==> config.mk <==
export PLATFORM = sky130hd
export DESIGN_NAME = dmaj_gate
export DESIGN_NICKNAME = d
export VERILOG_FILES = /design/src/rtl/dmaj_pkg.sv /design/src/rtl/dmaj_weigh.sv /design/src/rtl/dmaj_resolve.sv /design/src/rtl/dmaj_hold.sv /design/src/rtl/dmaj_gate.sv
export SDC_FILE = /design/constraint.sdc
export NUM_CORES = 1
export LEC_CHECK = 0
export BUFFER_PORTS_ARGS = -buffer_cell sky130_fd_sc_hd__buf_2
export CAP_MARGIN = 20
export CELL_PAD_IN_SITES_DETAIL_PLACEMENT = 1
export CELL_PAD_IN_SITES_GLOBAL_PLACEMENT = 1
export CORE_AREA = 3 3 40 42
export DETAILED_ROUTE_END_ITERATION = 16
export DIE_AREA = 0 0 43 45
export PLACE_DENSITY = 0.81
export SYNTH_ARGS = -nofsm -noshare
export SYNTH_HDL_FRONTEND = slang
export SYNTH_SLANG_ARGS = --single-unit
==> constraint.sdc <==
create_clock -name clk -period 2.8 [get_ports clk]
set_input_delay 0.56 -clock clk [delete_from_list [all_inputs] [get_ports clk]]
set_output_delay 0.56 -clock clk [all_outputs]
set_load 0.005 [all_outputs]
==> src/rtl/dmaj_pkg.sv <==
package dmaj_pkg;
  // Three-valued cell codes: bit 1 marks a defined level, bit 0 carries it.
  localparam logic [1:0] CODE_NULL = 2'b00;
  localparam logic [1:0] CODE_ZERO = 2'b10;
  localparam logic [1:0] CODE_ONE  = 2'b11;

  typedef enum logic {
    MODE_DOMINANT = 1'b0,
    MODE_LAZY     = 1'b1
  } gate_mode_e;

  // Signed polarity of a code: +1 for one, -1 for zero, 0 for anything null.
  function automatic logic signed [1:0] polarity(input logic [1:0] code);
    case (code)
      CODE_ONE:  polarity = 2'sb01;
      CODE_ZERO: polarity = 2'sb11;
      default:   polarity = 2'sb00;
    endcase
  endfunction
endpackage

==> src/rtl/dmaj_weigh.sv <==
module dmaj_weigh
  import dmaj_pkg::*;
#(
  parameter int MAG_W    = 4,
  parameter int VERT_WT  = 1,
  parameter int HORIZ_WT = 2,
  parameter int LAZY_WT  = 2
) (
  input  logic [1:0]              vert_a,
  input  logic [1:0]              vert_b,
  input  logic [1:0]              horiz,
  input  gate_mode_e              mode,
  output logic signed [MAG_W-1:0] mag
);
  localparam int N_IN = 3;
  localparam logic signed [MAG_W-1:0] VW = MAG_W'(VERT_WT);
  localparam logic signed [MAG_W-1:0] HW = MAG_W'(HORIZ_WT);
  localparam logic signed [MAG_W-1:0] LW = MAG_W'(LAZY_WT);

  logic [N_IN-1:0][1:0]    codes;
  logic signed [MAG_W-1:0] pol [N_IN];

  assign codes = {horiz, vert_b, vert_a};

  for (genvar i = 0; i < N_IN; i++) begin : g_pol
    assign pol[i] = MAG_W'(polarity(codes[i]));
  end

  always_comb begin
    if (mode == MODE_LAZY) begin
      // One leg tied to logic 0 contributes a fixed negative term.
      mag = LW * pol[0] + LW * pol[1] - LW;
    end else begin
      // Horizontal coupling is antiparallel, hence the subtraction.
      mag = VW * pol[0] + VW * pol[1] - HW * pol[2];
    end
  end
endmodule

==> src/rtl/dmaj_resolve.sv <==
module dmaj_resolve
  import dmaj_pkg::*;
#(
  parameter int MAG_W   = 4,
  parameter int DICT_TH = 1
) (
  input  logic signed [MAG_W-1:0] mag,
  input  gate_mode_e              mode,
  output logic [1:0]              decided
);
  localparam logic signed [MAG_W-1:0] TH_POS = MAG_W'(DICT_TH);
  localparam logic signed [MAG_W-1:0] TH_NEG = -TH_POS;
  localparam logic signed [MAG_W-1:0] ZERO_M = '0;

  always_comb begin
    decided = CODE_NULL;
    if (mode == MODE_LAZY) begin
      if (mag < ZERO_M) decided = CODE_ZERO;
    end else begin
      if (mag < TH_NEG)      decided = CODE_ZERO;
      else if (mag > TH_POS) decided = CODE_ONE;
    end
  end
endmodule

==> src/rtl/dmaj_hold.sv <==
module dmaj_hold
  import dmaj_pkg::*;
(
  input  logic       clk,
  input  logic       rst_n,
  input  logic       zone_reset,
  input  logic [1:0] decided,
  output logic [1:0] center_q,
  output logic [1:0] out_q
);
  always_ff @(posedge clk or negedge rst_n) begin
    if (!rst_n) begin
      center_q <= CODE_NULL;
      out_q    <= CODE_NULL;
    end else if (zone_reset) begin
      center_q <= CODE_NULL;
      out_q    <= CODE_NULL;
    end else begin
      if (center_q == CODE_NULL) center_q <= decided;
      out_q <= center_q;
    end
  end
endmodule

==> src/rtl/dmaj_gate.sv <==
module dmaj_gate
  import dmaj_pkg::*;
#(
  parameter int MAG_W    = 4,
  parameter int VERT_WT  = 1,
  parameter int HORIZ_WT = 2,
  parameter int LAZY_WT  = 2,
  parameter int DICT_TH  = 1
) (
  input  logic       clk,
  input  logic       rst_n,
  input  logic       zone_reset,
  input  logic       mode_lazy,
  input  logic [1:0] vert_a,
  input  logic [1:0] vert_b,
  input  logic [1:0] horiz,
  output logic [1:0] out_state
);
  gate_mode_e              mode_q;
  logic signed [MAG_W-1:0] mag;
  logic [1:0]              decided;
  logic [1:0]              center_q;

  // Mode is latched only during the reset phase of the zone clock.
  always_ff @(posedge clk or negedge rst_n) begin
    if (!rst_n)          mode_q <= MODE_DOMINANT;
    else if (zone_reset) mode_q <= mode_lazy ? MODE_LAZY : MODE_DOMINANT;
  end

  dmaj_weigh #(
    .MAG_W(MAG_W), .VERT_WT(VERT_WT), .HORIZ_WT(HORIZ_WT), .LAZY_WT(LAZY_WT)
  ) u_weigh (
    .vert_a(vert_a), .vert_b(vert_b), .horiz(horiz), .mode(mode_q), .mag(mag)
  );

  dmaj_resolve #(.MAG_W(MAG_W), .DICT_TH(DICT_TH)) u_resolve (
    .mag(mag), .mode(mode_q), .decided(decided)
  );

  dmaj_hold u_hold (
    .clk(clk), .rst_n(rst_n), .zone_reset(zone_reset),
    .decided(decided), .center_q(center_q), .out_q(out_state)
  );
endmodule

After elaboration in Yosys (flattened, before gate mapping)
Cells that the tools add are included.
{"block": "classes", "add_sub_neg": 4, "n_lt_le_gt_ge": 3, "n_eq_ne": 6, "n_mux": 12, "n_reduce_logical": 2}
{"cell": "$mux 2", "n": 7}
{"cell": "$eq 2x2->1 const B", "n": 6}
{"cell": "$pmux 2 s2", "n": 3}
{"cell": "$lt 4x1->1 const B", "n": 2}
{"cell": "$add 3x3->4", "n": 1}
{"cell": "$gt 4x2->1 const B", "n": 1}
{"cell": "$mux 4", "n": 1}
{"cell": "$sub 3x3->4", "n": 1}
{"cell": "$sub 4x3->4 const B", "n": 1}
{"cell": "$add 2x2->3", "n": 1}
{"cell": "$logic_not 2->1", "n": 1}
{"cell": "$reduce_bool 2->1", "n": 1}
{"cell": "$mux 1", "n": 1}
{"block": "totals", "register_bits": 5, "in_bits": 10, "word_cells": 30}

Logic depth before layout (Yosys ltp)
{"block": "depth", "depth_word": 11, "mapped_depth": 9, "mapped_depth_nobuf": 9}

By module
From an unflattened synthesis, not the netlist that was laid out.
{"block": "unflattened", "cells_unflattened": 53, "area_unflattened_um2": 489.2}
{"module": "dmaj_weigh", "n_inst": 1, "cells_per_inst": 35, "area_each_um2": 280.3, "seq_area_each_um2": 0.0}
{"module": "dmaj_hold", "n_inst": 1, "cells_per_inst": 12, "area_each_um2": 137.6, "seq_area_each_um2": 100.1}
{"module": "dmaj_gate", "n_inst": 1, "cells_per_inst": 2, "area_each_um2": 40.0, "seq_area_each_um2": 25.0}
{"module": "dmaj_resolve", "n_inst": 1, "cells_per_inst": 4, "area_each_um2": 31.3, "seq_area_each_um2": 0.0}

Least setup slack after synthesis
No wires, ideal clock.
{"block": "synth_timing", "path_kind": "input to register", "from": "input port vert_b[0]", "to": "register u_hold.center_q[1]", "setup_time_ns": 0.118, "arrival_ns": 2.342, "t_required_ns": 2.682, "setup_slack_ns": 0.340, "path_stages": 8, "path_cell_list": "nand2b_1 -> fa_1 -> inv_1 -> ha_1 -> xor2_1 -> nor4b_1 -> nand2_1 -> a21o_1"}
{"block": "synth_between", "elab_chain_len": 11}
{"element": "from (decl)", "line": "dmaj_gate.sv:15", "text": "input logic [1:0] vert_b,"}
{"element": "$eq 2x2->1", "line": "dmaj_pkg.sv:14", "text": "case (code)"}
{"element": "$pmux 2 s2 *", "line": "dmaj_pkg.sv:14"}
{"element": "$add 3x3->4 / $add 2x2->3 (equally long branches)", "line": "dmaj_weigh.sv:32, dmaj_weigh.sv:35"}
{"element": "$sub 4x3->4 / $sub 3x3->4 (equally long branches)", "line": "dmaj_weigh.sv:32, dmaj_weigh.sv:35"}
{"element": "$mux 4 *", "line": "dmaj_weigh.sv:30", "text": "if (mode == MODE_LAZY) begin"}
{"element": "$gt 4x2->1", "line": "dmaj_resolve.sv:21", "text": "else if (mag > TH_POS) decided = CODE_ONE;"}
{"element": "$mux 2", "line": "dmaj_resolve.sv:21"}
{"element": "$mux 2", "line": "dmaj_resolve.sv:20", "text": "if (mag < TH_NEG) decided = CODE_ZERO;"}
{"element": "$mux 2 *", "line": "dmaj_resolve.sv:17", "text": "if (mode == MODE_LAZY) begin"}
{"element": "$mux 2 *", "line": "dmaj_hold.sv:19", "text": "if (center_q == CODE_NULL) center_q <= decided;"}
{"element": "$mux 2 *", "line": "dmaj_hold.sv:15", "text": "end else if (zone_reset) begin"}
{"element": "to (signal assigned)", "line": "dmaj_hold.sv:19"}
{"element": "to (decl)", "line": "dmaj_hold.sv:8", "text": "output logic [1:0] center_q,"}
Mark *: on every way between the ends. The rest lies on a longest branch, timed or not. The select of a mux whose other input is x is not followed.
A chain may end at the register's enable or synchronous reset.

Final worst setup path
Same ends and word-level chain as after synthesis.

==> run summary <==
### Outcome
* finished, final reports clean — result of the run

### Critical path
* 2 — number of buffers and inverters on the critical path
* 560 ps — delay of the slowest cell on the worst path
* 2940 ps — required time of the critical path
* 4 — cells on worst reg2reg path
* 3 — Max Fanout on Critical Path
* u_hold.center_q[0]$_DFFE_PN0P_ — r2r endpoint
* flop — Critical Path End Type
* buf_2, nand2b_1, fa_1, inv_1, ha_1, xor2_1, nor4b_1, nand2_1, a21o_1 — cells traversed along the worst timing path
* input port to flop — CP Class
* vert_b[0] — worst setup path startpoint
* sky130_fd_sc_hd__fa_1 — Max stage delay cell, worst path
* 1470 ps — setup slack on the worst flop-to-flop path
* adder cells — cell family contributing the most delay on the critical path
* mode_q$_DFFE_PN0P_ — source of the worst register-to-register timing path
* input port — element type at the critical path start
* 2590 ps — CP arrival

### Clock network
* done — TritonCTS clock tree
* 0 — number of hold buffers added after CTS
* 250 ps — latest clock arrival within the worst-skew pair
* 40 ps — CTS clk-pin slew, worst paths
* 5 — number of clock sinks
* 3 — total CTS buffers
* 2 — CTS Buffer Depth
* 0 — post-cts sizing count
* 0 — Post-CTS Setup Bufs
* 1 — CTS HTree Levels
* sky130_fd_sc_hd__clkbuf_4 — root buffer selected by CTS

### Synth
* 452 um^2 — mapped cell area
* adder cells — largest family of logic cells by synthesized area
* sky130_fd_sc_hd__dfrtp_1 — top_reg_cell synth
* 100% — share of flip-flops with an asynchronous set or reset after synthesis
* 25.5% — fraction of the mapped netlist area in adder cells
* 0 — Ys Warns
* 27.7% — portion of the post-synthesis area used by sequential elements
* sky130_fd_sc_hd__inv_1 — most repeated cell in the gate-level netlist after synthesis
* 5 — Synth Register Bits
* 4.71% — multiplexer share of the synthesized area
* 27.7% — share of the synthesized area in the top cell type
* 22 — Yosys cell types
* 9.41 um^2 — synthesized area per cell
* sky130_fd_sc_hd__dfrtp_1 — library cell occupying the most area in the post-synthesis netlist
* 8.03% — synthesized-area fraction occupied by ao, oa, aoi and oai cells
* sky130_fd_sc_hd__inv_1, sky130_fd_sc_hd__ha_1, sky130_fd_sc_hd__dfrtp_1 — Post-synth top cells
* 48 — Synth Instances
* 17.5% — simple-gate area share of the yosys netlist
* 5.82% — synthesized-area fraction occupied by xor and xnor cells
* 66 — net count after synthesis
* sky130_fd_sc_hd__dfrtp_1, sky130_fd_sc_hd__ha_1, sky130_fd_sc_hd__fa_1 — top cells by area in the synthesized netlist
* 0 — number of synthesized flops with an enable pin

### Min path
* input port to async pin — path type of the worst min-delay path

### STA
* 0 — Hold Fails Final Rpt
* 2460 ps — fin crit period
* 344 ps — slack of the critical path
* 0 — final count of negative-setup-slack endpoints
* 79.2% — Slew headroom
* 307 ps — slew of the pin with the lowest slew margin
* 407 MHz — maximum clock frequency
* 0 — number of pins with negative max-slew slack in the final report
* false — setup repair after global routing missed its margin
* 0 ps — setup_tns
* 1.36 ps — Layout Skew
* 87.7% — Period Utilization, post-route

### Global routing
* 6 — pin count of the biggest net entering global routing
* 343 — vias in the first global route
* 9.72% — Tot GR Track Use
* 0 — global route overflow
* 0 — antenna violations before repair
* 1280 um — global-route wire length before repair

### Place
* 11 — Buffers on Ports
* 92.8 ps — post-place setup slack
* 725 um — HPWL after detailed placement
* 0.682 — placer's final routability congestion estimate
* 514 um^2 — placed instance area

### Route
* 2 — drt pass-1 iters
* 0 — DRC violation count after routing
* 4.52 — vias per inst
* 339 — number of vias after detailed routing
* 3 — Starting DRT DRC Count
* 10.4 um — routed len/inst
* 0 — Post-DRT Antenna Nets
* 779 um — routed wire length

### Cells and area
* 79 — nets@finish
* 0 — # diodes
* 541 um^2 — area of all placed cells without fillers
* 19.7% — Layout Area Growth over Synthesis
* 28.3% — share of cells above drive strength 1

### Floorplan
* 1940 um^2 — floorplan die area
* 12 — I/O pin count
* 43 um — floorplan die width
* 1280 um^2 — placeable core region
* 45 um — Die Y-Extent
* 35.2% — initial core utilization
* 13 — # rows

### Flow run
* 0 — Max-Cap Viols

### Power
* 0.127 mV — VDD IR max
* 489 nW/um^2 — power density cells
* 0.302 nW — static leakage power

[stage by stage]
stage / hold WS [ps] / power (mW) / instances / utilization, %
4_1_cts: 116 / 0.272 / 75 / 42.1
3_3_place_gp: 377 / 0.179 / 71 / 40.0
5_1_grt: 109 / 0.288 / 75 / 42.1
2_1_floorplan: 264 / 0.159 / 48 / -
6_report: 117 / 0.264 / 75 / 42.1
3_5_place_dp: 382 / 0.184 / 71 / 40.0
[state kept, by name (all words and copies together), names as in the netlist]
signal           cells
u_hold.out_q         2
mode_q               1
u_hold.center_q      2
[worst register-to-register path, stage by stage, from the launching register on]
cell	delay [ps]
sky130_fd_sc_hd__dfrtp_1	420
sky130_fd_sc_hd__and2b_1	210
sky130_fd_sc_hd__mux2i_1	90
sky130_fd_sc_hd__or3b_1	360
sky130_fd_sc_hd__a21oi_1	170
[cell type report]
class / instances / area (um^2)
Fill cell: 160 / 744
Multi-Input combinational cell: 30 / 278
Sequential cell: 5 / 125
Timing Repair Buffer: 11 / 55.1
Inverter: 10 / 37.5
Clock buffer: 4 / 26.3
Tap cell: 15 / 18.8
[how the worst max path moves through the flow]
| stage | end | slack (ps) | cells after the start |
|---|---|---|---|
| after CTS | u_hold.center_q[0]$_DFFE_PN0P_ | 350 | 9 |
| final | u_hold.center_q[1]$_DFFE_PN0P_ | 340 | 9 |
| after global routing | u_hold.center_q[1]$_DFFE_PN0P_ | 220 | 9 |
| after detailed placement | u_hold.center_q[0]$_DFFE_PN0P_ | 90 | 9 |
| after floorplan | u_hold.center_q[1]$_DFFE_PN0P_ | 340 | 8 |
| after global placement | u_hold.center_q[0]$_DFFE_PN0P_ | 170 | 9 |
[cells by family after synthesis]
group / Yosys count
muxes: 2
xor gates and xnor gates: 3
DFF: 5
adders and majority gates: 8
buffers and inverters: 13
and+or+nand+nor: 12
AOI/OAI and AO/OA: 5
[per-layer routing]
layer | GRT usage (%) | routed length [um] | vias to the layer above
met2 | 16.5 | 445 | 8
met1 | 9.07 | 275 | 159
li1 | - | - | 169
met3 | 2.39 | 35 | 3
met4 | 10.8 | 23 | 0
met5 | 0 | 0 | -
[layout by cell type (no fill, tap or decap), drive strengths merged, types with 2 or more instances in the layout]
cell type / netlist / routed
xor2: 2 / 2
nand2b: 3 / 3
a21oi: 2 / 2
dfrtp: 5 / 5
nand2: 2 / 2
buf: 0 / 11
fa: 2 / 2
nor2: 2 / 2
clkbuf: 3 / 4
nor2b: 2 / 2
inv: 10 / 10
ha: 6 / 6
[report_power, final]
part           internal [mW]  switching [mW]
registers             0.0841         0.00564
clock network         0.0539          0.0302
logic                 0.0460          0.0447
No activity file was read; power rests on OpenSTA's default activity.
